### src/rtl/fcs_pkg.sv
package fcs_pkg;
  localparam int NUM_PINS = 6;

  typedef struct packed {
    logic thru;
    logic hold;
    logic att;
    logic gc;
    logic clip;
    logic howl;
  } mode_t;

  // raw pin order: {thru, hold, att_n, gc, clip, howl_n}
  function automatic mode_t decode_pins(input logic [NUM_PINS-1:0] raw);
    mode_t m;
    m.thru = raw[5];
    m.hold = raw[4];
    m.att  = ~raw[3];
    m.gc   = raw[2];
    m.clip = raw[1];
    m.howl = ~raw[0];
    return m;
  endfunction

  function automatic logic upd_allowed(input logic busy, input mode_t m);
    return busy & ~m.hold & ~m.thru;
  endfunction
endpackage

### src/rtl/fcs_sync.sv
module fcs_sync #(
  parameter int W      = 1,
  parameter int STAGES = 2
) (
  input  logic         clk,
  input  logic [W-1:0] d,
  output logic [W-1:0] q
);
  logic [W-1:0] stg [STAGES];

  always_ff @(posedge clk) begin
    stg[0] <= d;
    for (int i = 1; i < STAGES; i++) stg[i] <= stg[i-1];
  end

  assign q = stg[STAGES-1];
endmodule

### src/rtl/fcs_rst_sync.sv
module fcs_rst_sync (
  input  logic clk,
  input  logic rst_n,
  output logic rst_s_n
);
  logic meta_q, hold_q;

  always_ff @(posedge clk or negedge rst_n) begin
    if (!rst_n) begin
      meta_q <= 1'b0;
      hold_q <= 1'b0;
    end else begin
      meta_q <= 1'b1;
      hold_q <= meta_q;
    end
  end

  assign rst_s_n = hold_q;

  // release can only follow a cycle where the first stage was already high
  p_release_staged_r10: assert property (@(posedge clk) disable iff (!rst_n)
    $rose(rst_s_n) |-> $past(meta_q));
endmodule

### src/rtl/fcs_lockout.sv
module fcs_lockout #(
  parameter int LOCK_CYCLES = 1920000
) (
  input  logic clk,
  input  logic rst_s_n,
  input  logic run,
  output logic lock_done
);
  localparam int LW = $clog2(LOCK_CYCLES + 2);

  logic [LW-1:0] cnt_q;

  always_ff @(posedge clk or negedge rst_s_n) begin
    if (!rst_s_n)                      cnt_q <= LW'(LOCK_CYCLES);
    else if (run && cnt_q != '0)       cnt_q <= cnt_q - LW'(1);
  end

  assign lock_done = (cnt_q == '0);

  // once the lockout has expired it never returns until the next reset
  p_lock_sticky_r4: assert property (@(posedge clk) disable iff (!rst_s_n)
    lock_done |=> lock_done);
endmodule

### src/rtl/fcs_frame_seq.sv
module fcs_frame_seq #(
  parameter int FRAME_CYCLES = 2400
) (
  input  logic clk,
  input  logic rst_s_n,
  input  logic run,
  input  logic go,
  output logic busy,
  output logic done
);
  localparam int FW = $clog2(FRAME_CYCLES + 1);

  logic [FW-1:0] cnt_q;
  logic          done_q;
  logic          last_tick;

  assign last_tick = run && (cnt_q == FW'(1));

  always_ff @(posedge clk or negedge rst_s_n) begin
    if (!rst_s_n) begin
      cnt_q  <= '0;
      done_q <= 1'b0;
    end else if (go) begin
      cnt_q  <= FW'(FRAME_CYCLES);
      done_q <= 1'b0;
    end else if (run && cnt_q != '0) begin
      cnt_q  <= cnt_q - FW'(1);
      if (last_tick) done_q <= 1'b1;
    end
  end

  assign busy = (cnt_q != '0);
  assign done = done_q;

  // a new frame always clears the done level in the next cycle
  p_done_clear_r8: assert property (@(posedge clk) disable iff (!rst_s_n)
    go |=> !done);
  // done and busy never overlap
  p_busy_done_excl_r8: assert property (@(posedge clk) disable iff (!rst_s_n)
    busy |-> !done);
  // power down freezes the done level
  p_done_frozen_r9: assert property (@(posedge clk) disable iff (!rst_s_n)
    !run |=> $stable(done));
endmodule

### src/rtl/frame_ctl_seq.sv
module frame_ctl_seq
  import fcs_pkg::*;
#(
  parameter int LOCK_CYCLES  = 1920000,
  parameter int FRAME_CYCLES = 2400,
  parameter int BYTE_W       = 8,
  parameter int SYNC_STAGES  = 2
) (
  input  logic              clk,
  input  logic              rst_n,
  input  logic              pwr_n,
  input  logic              frame_irq,
  input  logic              pin_thru,
  input  logic              pin_hold,
  input  logic              pin_att_n,
  input  logic              pin_gc,
  input  logic              pin_clip,
  input  logic              pin_howl_n,
  input  logic [BYTE_W-1:0] rx_raw,
  input  logic [BYTE_W-1:0] tx_raw,
  input  logic [BYTE_W-1:0] rx_proc,
  input  logic [BYTE_W-1:0] tx_proc,
  output logic              thru_en,
  output logic              hold_en,
  output logic              att_en,
  output logic              gc_en,
  output logic              clip_en,
  output logic              howl_en,
  output logic              frame_start,
  output logic              coef_clear,
  output logic              coef_upd_en,
  output logic              frame_done,
  output logic              ser_oe,
  output logic              clk_oe,
  output logic [BYTE_W-1:0] rx_sel,
  output logic [BYTE_W-1:0] tx_sel
);
  localparam int IN_W = NUM_PINS + 2;

  logic            rst_s_n;
  logic [IN_W-1:0] in_raw, in_s;
  logic            irq_s, pwr_s, pd;
  logic [NUM_PINS-1:0] pins_s;
  mode_t           pins_dec;

  logic irq_prev_q, up_q;
  logic irq_fall, acc_fall, rel_first, latch_now;
  logic lock_done, busy, done_w;
  mode_t mode_q;
  logic start_q, clr_q;

  fcs_rst_sync u_rst (.clk(clk), .rst_n(rst_n), .rst_s_n(rst_s_n));

  // interrupt, power request and mode pins share one synchronizer depth
  assign in_raw = {frame_irq, pwr_n, pin_thru, pin_hold, pin_att_n,
                   pin_gc, pin_clip, pin_howl_n};

  fcs_sync #(.W(IN_W), .STAGES(SYNC_STAGES)) u_in_sync (
    .clk(clk), .d(in_raw), .q(in_s));

  assign irq_s    = in_s[IN_W-1];
  assign pwr_s    = in_s[IN_W-2];
  assign pins_s   = in_s[NUM_PINS-1:0];
  assign pd       = ~pwr_s;
  assign pins_dec = decode_pins(pins_s);

  fcs_lockout #(.LOCK_CYCLES(LOCK_CYCLES)) u_lock (
    .clk(clk), .rst_s_n(rst_s_n), .run(~pd), .lock_done(lock_done));

  // named events for checking
  assign irq_fall  = irq_prev_q & ~irq_s;
  assign acc_fall  = irq_fall & lock_done & ~pd;
  assign rel_first = ~up_q;
  assign latch_now = acc_fall | rel_first;

  always_ff @(posedge clk or negedge rst_s_n) begin
    if (!rst_s_n) begin
      irq_prev_q <= 1'b0;
      up_q       <= 1'b0;
      mode_q     <= '0;
      start_q    <= 1'b0;
      clr_q      <= 1'b0;
    end else begin
      irq_prev_q <= irq_s;
      up_q       <= 1'b1;
      if (latch_now) mode_q <= pins_dec;
      start_q    <= acc_fall;
      clr_q      <= acc_fall & pins_dec.thru;
    end
  end

  fcs_frame_seq #(.FRAME_CYCLES(FRAME_CYCLES)) u_seq (
    .clk(clk), .rst_s_n(rst_s_n), .run(~pd), .go(acc_fall),
    .busy(busy), .done(done_w));

  assign thru_en     = mode_q.thru;
  assign hold_en     = mode_q.hold;
  assign att_en      = mode_q.att;
  assign gc_en       = mode_q.gc;
  assign clip_en     = mode_q.clip;
  assign howl_en     = mode_q.howl;
  assign frame_start = start_q;
  assign coef_clear  = clr_q;
  assign coef_upd_en = upd_allowed(busy, mode_q);
  assign frame_done  = done_w;
  assign ser_oe      = rst_s_n & ~pd;
  assign clk_oe      = ~pd;

  generate
    if (BYTE_W > 0) begin : g_bypass
      assign rx_sel = mode_q.thru ? rx_raw : rx_proc;
      assign tx_sel = mode_q.thru ? tx_raw : tx_proc;
    end
  endgenerate

  // latched modes only move after a latch event
  p_mode_change_r2: assert property (@(posedge clk) disable iff (!rst_s_n)
    (mode_q != $past(mode_q)) |-> $past(latch_now));
  // start strobe lasts one cycle
  p_start_pulse_r2: assert property (@(posedge clk) disable iff (!rst_s_n)
    frame_start |=> !frame_start || $past(acc_fall));
  // no frame starts while the lockout is running
  p_start_lock_r4: assert property (@(posedge clk) disable iff (!rst_s_n)
    frame_start |-> $past(lock_done));
  // clear request only with a start in through mode
  p_clear_thru_r6: assert property (@(posedge clk) disable iff (!rst_s_n)
    coef_clear |-> (frame_start && thru_en));
  // updates only inside a frame window
  p_upd_busy_r7: assert property (@(posedge clk) disable iff (!rst_s_n)
    coef_upd_en |-> !frame_done);
  // no start follows a power-down cycle
  p_pd_nostart_r11: assert property (@(posedge clk) disable iff (!rst_s_n)
    $past(pd) |-> !frame_start);
endmodule

### config.mk
export PLATFORM = sky130hd
export DESIGN_NAME = frame_ctl_seq
export DESIGN_NICKNAME = d
export VERILOG_FILES = /design/src/rtl/fcs_pkg.sv /design/src/rtl/fcs_sync.sv /design/src/rtl/fcs_rst_sync.sv /design/src/rtl/fcs_lockout.sv /design/src/rtl/fcs_frame_seq.sv /design/src/rtl/frame_ctl_seq.sv
export SDC_FILE = /design/constraint.sdc
export NUM_CORES = 1
export LEC_CHECK = 0
export CORE_UTILIZATION = 40
export CTS_BUF_LIST = sky130_fd_sc_hd__clkbuf_8
export CTS_CLUSTER_DIAMETER = 50
export CTS_CLUSTER_SIZE = 24
export DETAILED_ROUTE_END_ITERATION = 10
export PLACE_DENSITY = 0.68
export SLEW_MARGIN = 20
export SYNTH_ARGS = -nofsm -noshare
export SYNTH_HDL_FRONTEND = slang
export SYNTH_SLANG_ARGS = --single-unit
### constraint.sdc
create_clock -name clk -period 2 [get_ports clk]
set_clock_uncertainty 0.15 [all_clocks]
set_input_delay 0.2 -clock clk [delete_from_list [all_inputs] [get_ports clk]]
set_output_delay 0.2 -clock clk [all_outputs]
set_load 0.02 [all_outputs]
==> results of run 1 <==
==> repair_timing <==
item | in CTS | in global routing
endpoints found under the setup margin | 58 | 42
endpoints found under the hold margin | 2 | 0
pin swaps | 16 | 7
resized for setup | 45 | 16
buffers inserted | 3 | 5
hold buffers | 1 | 0
==> metrics by stage <==
step	total power, uW	setup TNS [ps]	worst slack [ps]
final	3630	-4810	-212
after global routing	3810	-7570	-270
after CTS	3630	-6140	-208
after detailed placement	2260	-7940	-324
after global placement	2240	-6830	-281
after floorplan	1840	-6460	-306
==> report_power, final <==
group          internal [uW]  switching (uW)
clock                    859             486
combinational            446             382
sequential              1360             105
==> layer usage <==
metal	global-route usage	part of all wire	vias up
met1	0.234	0.43	1045
met5	0	0	-
met2	0.335	0.52	32
met4	0.0616	0.013	0
li1	-	-	1092
met3	0.0564	0.028	9
==> state kept, by name (all words and copies together) (netlist names) <==
signal         flops
att_en             1
clip_en            1
coef_clear         1
frame_start        1
gc_en              1
hold_en            1
howl_en            1
irq_prev_q         1
thru_en            1
u_in_sync.stg     16
u_lock.cnt_q      21
u_rst.meta_q       1
u_rst.rst_s_n      1
u_seq.cnt_q       12
u_seq.done         1
up_q               1
==> worst min-delay path by stage <==
stage                                    from              endpoint  slack (ps)  cells after the start
after floorplan                         rst_n          u_rst.meta_q        -250                      0
after global placement    u_in_sync.stg[0][5]  u_in_sync.stg[0][13]         160                      0
after detailed placement  u_in_sync.stg[0][4]  u_in_sync.stg[0][12]         160                      0
after CTS                           frame_irq   u_in_sync.stg[0][7]         130                      1
after global routing                frame_irq   u_in_sync.stg[0][7]         120                      1
final                               frame_irq   u_in_sync.stg[0][7]         150                      1
==> cells by family after synthesis <==
logic type	Yosys count	share of synthesized area
other	1	0.00141
XOR/XNOR	20	0.0658
flip-flops	62	0.556
multiplexers	21	0.0883
adder cells (fa/ha/maj)	4	0.0188
AND/OR/NAND/NOR	90	0.188
buffers and inverters	10	0.0169
AO/OA/AOI/OAI	21	0.0648
==> layout make-up <==
cell class                 instances  area (um2)
clock buffer                      10         138
clock inverter                     6         110
fill                             495        2090
inverter                           5        18.8
multi-input combinational        158        1310
sequential                        62        1480
tap                               77        96.3
timing repair buffer             129        1140
==> cell usage in the layout (no fill, tap or decap), drive strengths merged, types with 6 or more instances in the layout <==
| cell type | n |
|---|---|
| buf | 59 |
| clkdlybuf4s50 | 51 |
| dfrtp | 39 |
| mux2 | 20 |
| nor3 | 19 |
| dlygate4sd2 | 17 |
| nor2 | 17 |
| xor2 | 16 |
| dfxtp | 16 |
| clkbuf | 11 |
| nand2 | 11 |
| dfstp | 7 |
| nor4 | 7 |
| a21oi | 7 |
| inv | 6 |
| nand4 | 6 |
==> qor.txt, run 1 <==
CP max FO -> 6
Violated checks -> setup timing
CTS sink count -> 62
CP bufs+invs -> 2
Avg Inst Size Synth -> 11.6 um2
Post-synth top area share -> 0.366
Core Area -> 6390 um2
Routed wire length -> 6320 um
Drt wl/cell -> 14.1 um
CP Capture Type -> flip-flop
CTS tree -> done
Design area -> 4300 um2
Placed Area -> 3830 um2
Critical path's slowest cell -> or4_4
Max Freq -> 452 MHz
Die X -> 83.6 um
Post-layout util -> 0.673
Vias in the first global route -> 2310
Worst EP required -> 2070 ps
IO Pins -> 70
RSZ-0062 raised after global routing -> true
Row cnt -> 29
Vias/cell -> 4.87
DRC viols -> 0
Htree depth -> 3
Routed vias -> 2178
Critical path arrival -> 2280 ps
Fin crit period -> 2210 ps
Worst setup margin -> -212 ps
Reg2Reg Setup Slack -> -210 ps
Gate Count Post-Synth -> 229
Critical Path Max Stage Delay -> 430 ps
Max-Cap Viols -> 0
Crit path to -> u_lock.cnt_q[6]
Area contributors post-synth -> dfrtp_1 37%, dfxtp_1 12%, mux2_2 8.5%, dfstp_2 6.9%, xor2_1 5.3%
Crit Reg-Reg Endpoint -> u_lock.cnt_q[6]
Gpl congestion -> 0.828
Post-synthesis cell type count -> 46
Die Area -> 6990 um2
Mapped cell area -> 2660 um2
Area Overhead vs Synth -> 61.3%
Seq cells post-synth -> 62
Worst-Margin Slew -> 554 ps
Outcome -> complete, but fails checks
Gr ovfl total -> 0
Chip Height -> 83.6 um
Buffers added on ports -> 69
Power Density -> 846 nW/um2
Max Buffers Root-to-Sink -> 2
Main synth FF type -> dfrtp_1
Initial core utilization -> 0.417
FFs w/ async S/R, synth -> 0.742
Initial DRC count -> 50
Final #Nets -> 411
Area leader, netlist -> dfrtp_1
Initial antenna violation count -> 0
CTS root buffer -> clkbuf_8
Antenna viol nets, final -> 0
Number of synthesized flops with an enable pin -> 0
Final Hold Viols -> 0
Slew HR -> 0.630
Leakage -> 0.00204 uW
Total GRT Usage -> 0.194
CP Launch Point -> u_lock.cnt_q[19]
Seq/Total Area, Yosys -> 0.556
Clock transition at the registers of the reported paths -> 70 ps
Clk_lat worst skew -> 340 ps
DP HPWL -> 4270 um
Fin cells -> 447
Worst path cell trace -> or2_1, or4_4, buf_8, o41ai_4, buf_4, nor3_2, xor2_1
Reg2Reg Launch Point -> u_lock.cnt_q[19]
Largest net degree at the start of global routing -> 45
Pre-Repair DR Iteration Count -> 4
Top post-synthesis cells by count -> 39 x dfrtp_1, 20 x mux2_2, 17 x nor2_1, 17 x nor3_1
VDD IR max -> 704 uV
Critical Path Stages -> 7
Most frequent cell after synthesis -> dfrtp_1
First-pass GRT wire length -> 10700 um
Share of cells above drive strength 1 -> 0.378
Kind of critical path -> flip-flop to flip-flop
Critical Path Source Type -> flip-flop
YS warnings -> 0
Final Slew Violations -> 0
Hold WS -> 150 ps
Final Setup Violations -> 40
CP top delay family -> simple AND/OR/NAND/NOR gates
R2R depth -> 7
TritonCTS Buffers -> 9
Tcrit/Tclk final -> 1.11
Ant diodes -> 0
Worst Hold Class -> primary input to flip-flop
Placed insts -> 422
Power figures use the tool's default switching activity.
==> run 2, diff against run 1 <==
CORE_UTILIZATION = 51   (was 40)
PLACE_DENSITY = 0.82   (was 0.68)
SYNTH_HIERARCHICAL = 1   (was unset)
==> run 2 against run 1 <==
The flow still finishes with violations (setup timing). Largest power group unchanged. Routed wire length grew 110%. Global-route usage grew 20 points. Power grew 9.1%. Non-clock buffer count grew 27. Clock power shrank 4%.
==> qor.txt, run 2 <==
IO Pins -> 70 (unchanged)
Final Slew Violations -> 0 (unchanged)
Area Overhead vs Synth -> 70.1% (was 61.3%)
Most frequent cell after synthesis -> dfrtp_1 (unchanged)
Final #Nets -> 438 (was 411)
WHS Endpoint -> u_in_sync/stg[0][3] (was u_in_sync.stg[0][7])
Initial DRC count -> 316 (was 50)
DP HPWL -> 5300 um (was 4270 um)
Outcome -> complete, but fails checks (unchanged)
Max reg flops -> 21 (unchanged)
Crit Reg-Reg Endpoint -> u_seq/cnt_q[5] (was u_lock.cnt_q[6])
Antenna viol nets, final -> 0 (unchanged)
Largest net degree at the start of global routing -> 45 (unchanged)
Post-layout power -> 3970 uW (was 3630 uW)
Fin crit period -> 2480 ps (was 2210 ps)
Row cnt -> 26 (was 29)
Post-synthesis cell type count -> 50 (was 46)
Drt wl/cell -> 28.4 um (was 14.1 um)
Clock transition at the registers of the reported paths -> 80 ps (was 70 ps)
Htree depth -> 3 (unchanged)
Reg2Reg Setup Slack -> -480 ps (was -210 ps)
Worst path cell trace -> or4_4, nor3_4, nand3_2, nor3_4, nand4b_4, inv_4, buf_6, nor2b_2, a41oi_2 (was or2_1, or4_4, buf_8, o41ai_4, buf_4, nor3_2, xor2_1)
Initial antenna violation count -> 0 (unchanged)
Gr ovfl total -> 0 (unchanged)
Tcrit/Tclk final -> 1.24 (was 1.11)
Chip Height -> 76.6 um (was 83.6 um)
Max-Cap Viols -> 0 (unchanged)
CP max FO -> 7 (was 6)
Routed vias -> 2963 (was 2178)
Clk_lat worst skew -> 370 ps (was 340 ps)
Multi-input gate area -> 1530 um2 (was 1310 um2)
Syn nets -> 286
Avg Inst Size Synth -> 11.8 um2 (was 11.6 um2)
RSZ-0062 raised after global routing -> true (unchanged)
Main combinational cell family by area after synthesis -> simple AND/OR/NAND/NOR gates (unchanged)
CTS root buffer -> clkbuf_8 (unchanged)
CTS tree -> done (unchanged)
Most frequent cells in the layout -> 64 x buf_4, 51 x clkdlybuf4s50_1, 37 x dfrtp_1 (was 55 x buf_4, 51 x clkdlybuf4s50_1, 38 x dfrtp_1)
Main synth FF type -> dfrtp_1 (unchanged)
Gpl congestion -> 0.828 (about the same)
Worst EP required -> 2120 ps (was 2070 ps)
DP Worst Slack -> -396 ps (was -324 ps)
Seq/Total Area, Yosys -> 0.521 (was 0.556)
YS warnings -> 6 (was 0)
XOR/XNOR Fraction of Synth Area -> 0.0555 (was 0.0658)
FFs w/ async S/R, synth -> 0.742 (unchanged)
R2R depth -> 9 (was 7)
First-pass GRT wire length -> 17000 um (was 10700 um)
Simple-gate share of the synthesized area -> 0.183 (was 0.188)
CP top delay family -> simple AND/OR/NAND/NOR gates (unchanged)
Power Density -> 821 nW/um2 (was 846 nW/um2)
Worst-Margin Slew -> 598 ps (was 554 ps)
Post-synth top area share -> 0.343 (was 0.366)
Hold Crit Start -> pin_att_n (was frame_irq)
Leakage -> 0.00231 uW (was 0.00204 uW)
Ant diodes -> 0 (unchanged)
Synth Area in Compound Gates -> 0.0568 (was 0.0648)
Mapped cell area -> 2840 um2 (was 2660 um2)
Kind of critical path -> flip-flop to flip-flop (unchanged)
Number of synthesized flops with an enable pin -> 0 (unchanged)
Worst setup margin -> -478 ps (was -212 ps)
Max Buffers Root-to-Sink -> 2 (unchanged)
Reg2Reg Launch Point -> u_lock/cnt_q[6] (was u_lock.cnt_q[19])
Top reg by flops -> u_lock/cnt_q (was u_lock.cnt_q)
Top post-synthesis cells by count -> 39 x dfrtp_1, 16 x dfxtp_1, 15 x xor2_1, 13 x mux2_2, 12 x inv_1 (was 39 x dfrtp_1, 20 x mux2_2, 17 x nor2_1, 17 x nor3_1)
Worst Hold Class -> primary input to flip-flop (unchanged)
Gate Count Post-Synth -> 240 (was 229)
Critical path's slowest cell -> or4_4 (unchanged)
Core Area -> 5240 um2 (was 6390 um2)
Share of cells above drive strength 1 -> 0.481 (was 0.378)
Fillcell total -> 171 (was 495)
Buffers added on ports -> 69 (unchanged)
Most Frequent Cell on Critical Path -> nor3_4
CP bufs+invs -> 2 (unchanged)
Register Area -> 1480 um2 (about the same)
Critical Path Max Stage Delay -> 580 ps (was 430 ps)
Area contributors post-synth -> dfrtp_1 34%, dfxtp_1 11%, dfstp_2 6.5%, mux2_2 5.2%, xor2_1 4.6% (was dfrtp_1 37%, dfxtp_1 12%, mux2_2 8.5%, dfstp_2 6.9%, xor2_1 5.3%)
Slew HR -> 0.601 (was 0.630)
DRC viols -> 0 (unchanged)
WHS Path Cells -> 1 (unchanged)
Max Freq -> 403 MHz (was 452 MHz)
Critical path arrival -> 2600 ps (was 2280 ps)
Pre-Repair DR Iteration Count -> 7 (was 4)
Routed wire length -> 13300 um (was 6320 um)
Seq cells post-synth -> 62 (unchanged)
Total GRT Usage -> 0.399 (was 0.194)
Biggest regs -> u_lock/cnt_q: 21 flops, u_in_sync/stg: 16 flops, u_seq/cnt_q: 12 flops (was u_lock.cnt_q: 21 flops, u_in_sync.stg: 16 flops, u_seq.cnt_q: 12 flops)
CTS sink count -> 62 (unchanged)
Mux contribution to synthesized area -> 0.104 (was 0.0883)
Vias in the first global route -> 2930 (was 2310)
Vias/cell -> 6.34 (was 4.87)
Final Setup Violations -> 43 (was 40)
Initial core utilization -> 0.543 (was 0.417)
Post-Synth Adder-Cell Area -> 0.0176 (was 0.0188)
VDD IR max -> 693 uV (was 704 uV)
Area leader, netlist -> dfrtp_1 (unchanged)
CP Capture Type -> flip-flop (unchanged)
Critical Path Source Type -> flip-flop (unchanged)
Die X -> 76.6 um (was 83.6 um)
Violated checks -> setup timing (unchanged)
Final Hold Viols -> 0 (unchanged)
Most common cell after layout, fill and taps aside -> buf_4 (unchanged)
TritonCTS Buffers -> 9 (unchanged)
Die Area -> 5870 um2 (was 6990 um2)
-- run 2: cell count changes in the layout (fill, tap and decap cells not counted), moves of 6 or more --
cell,change
buf_4,+9
nand4_1,-6
mux2_4,+8
mux2_2,-7
buf_6,+15
nor3_1,-9
-- run 2: per-stage QoR --
stage          utilization  instance area [um2]  cells  TNS (ps)  hold WS [ps]
2_1_floorplan            -                 2920    240     -4550          -246
3_3_place_gp         0.767                 4020    423     -5570           161
3_5_place_dp         0.767                 4020    423     -9050           163
4_1_cts              0.901                 4720    460     -9740           140
5_1_grt              0.923                 4830    467    -16420           140
6_report             0.923                 4830    467    -15210           134
-- run 2: worst max path at each step --
| stage | start | endpoint | slack, ps | cells after the start |
|---|---|---|---|---|
| after global placement | u_lock/cnt_q[6] | u_seq/cnt_q[9] | -270 | 8 |
| after global routing | u_lock/cnt_q[6] | u_seq/cnt_q[5] | -520 | 9 |
| after floorplan | u_lock/cnt_q[6] | u_seq/cnt_q[5] | -240 | 9 |
| after CTS | u_lock/cnt_q[6] | gc_en | -350 | 7 |
| final | u_lock/cnt_q[6] | u_seq/cnt_q[5] | -480 | 9 |
| after detailed placement | u_lock/cnt_q[6] | gc_en | -400 | 7 |
-- run 2: kinds of logic after synthesis --
family                     Yosys count
other                                2
AOI/OAI and AO/OA                   23
buffers and inverters               27
xor gates and xnor gates            18
and+or+nand+nor                     80
adders and majority gates            4
muxes                               24
DFF                                 62
-- run 2: cell type report --
cell class | instances | share of cell area
multi-input combinational | 151 | 0.316
sequential | 62 | 0.307
timing repair buffer | 156 | 0.304
clock buffer | 10 | 0.0285
tap | 70 | 0.0181
clock inverter | 6 | 0.0161
inverter | 12 | 0.00984
-- run 2: repair_timing --
item                                   in CTS  in global routing
setup buffers                              22                  6
pin swaps                                  24                  6
setup endpoints to repair                  59                 51
endpoints found under the hold margin       2                  0
hold buffers                                1                  0
gates resized for setup                    91                 16
cloned                                      1                  1
-- run 2: routing by layer --
metal  share of wire  vias up  GRT usage
met4           0.088        0      0.183
met5               0        -          0
met2            0.47      290      0.679
met3           0.093      119     0.0934
li1                -     1143          -
met1            0.35     1411      0.478
-- run 2: power by group --
part	switching, uW	internal [uW]
Combinational	636	580
Clock	567	723
Sequential	111	1350
-- run 2: worst register-to-register path: cells and delay by family, from the launching register on --
| kind | cells | cell delay, ps |
|---|---|---|
| buf+inv | 2 | 260 |
| simple gates | 6 | 1370 |
| flops | 1 | 400 |
| compound gates | 1 | 220 |
==> run 3, diff against run 2 <==
PLACE_DENSITY = 0.86   (was 0.82)
==> run 3 against run 2 <==
The run still ends with setup timing left. Highest routed layer unchanged. Largest power group unchanged. Global-route usage is 3.3 points lower. Cell area is 1.7% lower. Final cell count is 2.4% lower.
==> qor.txt, run 3 (synthesized netlist as in run 2, its figures left out) <==
Outcome -> complete, but fails checks (unchanged)
Violated checks -> setup timing (unchanged)
Worst path cell trace -> or4_4, buf_4, buf_4, nor4_2, nand2_2, nor3_2, xor2_1 (was or4_4, nor3_4, nand3_2, nor3_4, nand4b_4, inv_4, buf_6, nor2b_2, a41oi_2)
Final Setup Violations -> 43 (unchanged)
Post-layout util -> 0.907 (was 0.923)
Most frequent cells in the layout -> 55 x buf_4, 51 x clkdlybuf4s50_1, 37 x dfrtp_1 (was 64 x buf_4, 51 x clkdlybuf4s50_1, 37 x dfrtp_1)
Row cnt -> 26 (unchanged)
CTS tree -> done (unchanged)
Vias/cell -> 6.39 (was 6.34)
Worst-Margin Slew -> 756 ps (was 598 ps)
Clk_lat worst skew -> 360 ps (was 370 ps)
Worst EP required -> 2130 ps (was 2120 ps)
Max reg flops -> 21 (unchanged)
DRC viols -> 0 (unchanged)
TritonCTS Buffers -> 9 (unchanged)
Slew HR -> 0.494 (was 0.601)
CP top delay family -> simple AND/OR/NAND/NOR gates (unchanged)
Gpl congestion -> 0.848 (was 0.828)
Hold WS -> 129 ps (was 134 ps)
Core Area -> 5240 um2 (unchanged)
Power Density -> 837 nW/um2 (was 821 nW/um2)
Initial core utilization -> 0.543 (unchanged)
Multi-input gate area -> 1560 um2 (was 1530 um2)
Most common cell after layout, fill and taps aside -> buf_4 (unchanged)
VDD IR max -> 900 uV (was 693 uV)
Drt wl/cell -> 28.4 um (about the same)
Final #Nets -> 427 (was 438)
Chip Height -> 76.6 um (unchanged)
CP bufs+invs -> 2 (unchanged)
Initial DRC count -> 269 (was 316)
Critical Path Max Stage Delay -> 580 ps (about the same)
Area Overhead vs Synth -> 67.2% (was 70.1%)
Max Freq -> 389 MHz (was 403 MHz)
Leakage -> 0.00226 uW (was 0.00231 uW)
Placed insts -> 421 (was 423)
Fillcell total -> 163 (was 171)
Fin crit period -> 2570 ps (was 2480 ps)
Antenna viol nets, final -> 0 (unchanged)
Critical Path Source Type -> flip-flop (unchanged)
Final Hold Viols -> 0 (unchanged)
Register Area -> 1480 um2 (unchanged)
Max-Cap Viols -> 0 (unchanged)
Worst setup margin -> -570 ps (was -478 ps)
Final Slew Violations -> 0 (unchanged)
CP max FO -> 4 (was 7)
CP Capture Type -> flip-flop (unchanged)
Buffers added on ports -> 69 (unchanged)
Critical path's slowest cell -> or4_4 (unchanged)
Vias in the first global route -> 2858 (was 2930)
Gr ovfl total -> 0 (unchanged)
Pre-Repair DR Iteration Count -> 5 (was 7)
Biggest regs -> u_lock/cnt_q: 21 flops, u_in_sync/stg: 16 flops, u_seq/cnt_q: 12 flops (unchanged)
Max Buffers Root-to-Sink -> 2 (unchanged)
Share of cells above drive strength 1 -> 0.487 (was 0.481)
DP HPWL -> 5260 um (was 5300 um)
Initial antenna violation count -> 0 (unchanged)
CTS sink count -> 62 (unchanged)
Most Frequent Cell on Critical Path -> buf_4 (was nor3_4)
Htree depth -> 3 (unchanged)
Largest net degree at the start of global routing -> 45 (unchanged)
Tcrit/Tclk final -> 1.29 (was 1.24)
Worst Hold Class -> primary input to flip-flop (unchanged)
Die X -> 76.6 um (unchanged)
Critical path arrival -> 2700 ps (was 2600 ps)
Die Area -> 5870 um2 (unchanged)
Routed wire length -> 12900 um (was 13300 um)
Routed vias -> 2915 (was 2963)
First-pass GRT wire length -> 15800 um (was 17000 um)
Kind of critical path -> flip-flop to flip-flop (unchanged)
Top reg by flops -> u_lock/cnt_q (unchanged)
RSZ-0062 raised after global routing -> true (unchanged)
Ant diodes -> 0 (unchanged)
Post-layout power -> 3980 uW (was 3970 uW)
CTS root buffer -> clkbuf_8 (unchanged)
Total GRT Usage -> 0.367 (was 0.399)
Setup TNS -> -16040 ps (was -15210 ps)
Clock transition at the registers of the reported paths -> 80 ps (about the same)
Fin cells -> 456 (was 467)
IO Pins -> 70 (unchanged)
[run 3: cell count changes in the layout (fill, tap and decap cells not counted), sizes merged]
| cell | change |
|---|---|
| dlygate4sd2 | -2 |
| clkdlybuf4s15 | +2 |
| clkbuf | -2 |
| buf | -10 |
| inv | +1 |
[run 3: worst register-to-register path, stage by stage, from the launching register on]
cell and delay, ps:
dfrtp_1 410, or4_4 580, buf_4 160, buf_4 150
nor4_2 310, nand2_2 220, nor3_2 310, xor2_1 200
[run 3: area by class of cell]
class / instances / share of cell area
multi-input combinational: 151 / 0.328
sequential: 62 / 0.312
timing repair buffer: 145 / 0.283
clock buffer: 9 / 0.0261
clock inverter: 7 / 0.0219
tap: 70 / 0.0184
inverter: 12 / 0.0105
[run 3: path summary, 6_finish.rpt]
kind                                     start                   end  slack (ps)  cells past startpoint
min                                  frame_irq   u_in_sync/stg[0][7]         130                      1
min reg2reg                u_in_sync/stg[0][2]  u_in_sync/stg[0][10]         210                      0
max in group asynchronous        u_rst/rst_s_n        u_seq/cnt_q[0]         990                      1
max reg2reg                    u_lock/cnt_q[6]      u_lock/cnt_q[13]        -570                      7
max                            u_lock/cnt_q[6]      u_lock/cnt_q[13]        -570                      7
min in group asynchronous        u_rst/rst_s_n               clip_en         260                      1
[run 3: routing by layer]
| metal | wire length (um) | global-route usage |
|---|---|---|
| met1 | 4370 | 0.417 |
| met2 | 6380 | 0.614 |
| met3 | 1110 | 0.117 |
| met4 | 1090 | 0.192 |
| met5 | 0 | 0 |
[run 3: timing repair]
| action | in CTS | in global routing |
|---|---|---|
| resized for setup | 68 | 50 |
| pin swaps | 9 | 21 |
| setup endpoints to repair | 59 | 46 |
| gates cloned | 1 | 0 |
| hold buffers | 1 | 0 |
| setup buffers | 8 | 13 |
| hold endpoints to repair | 2 | 0 |
[run 3: where the power goes]
group | switching, uW | leakage [uW] | internal, uW
Sequential | 126 | 0.000700 | 1350
Clock | 611 | 0.000115 | 722
Combinational | 590 | 0.00144 | 580
Total | 1330 | 0.00226 | 2650
[run 3: per-stage QoR]
stage / setup slack (ps) / area [um2]
final: -570 / 4750
after floorplan: -240 / 2920
after CTS: -334 / 4500
after global placement: -253 / 4000
after detailed placement: -336 / 4000
after global routing: -532 / 4750
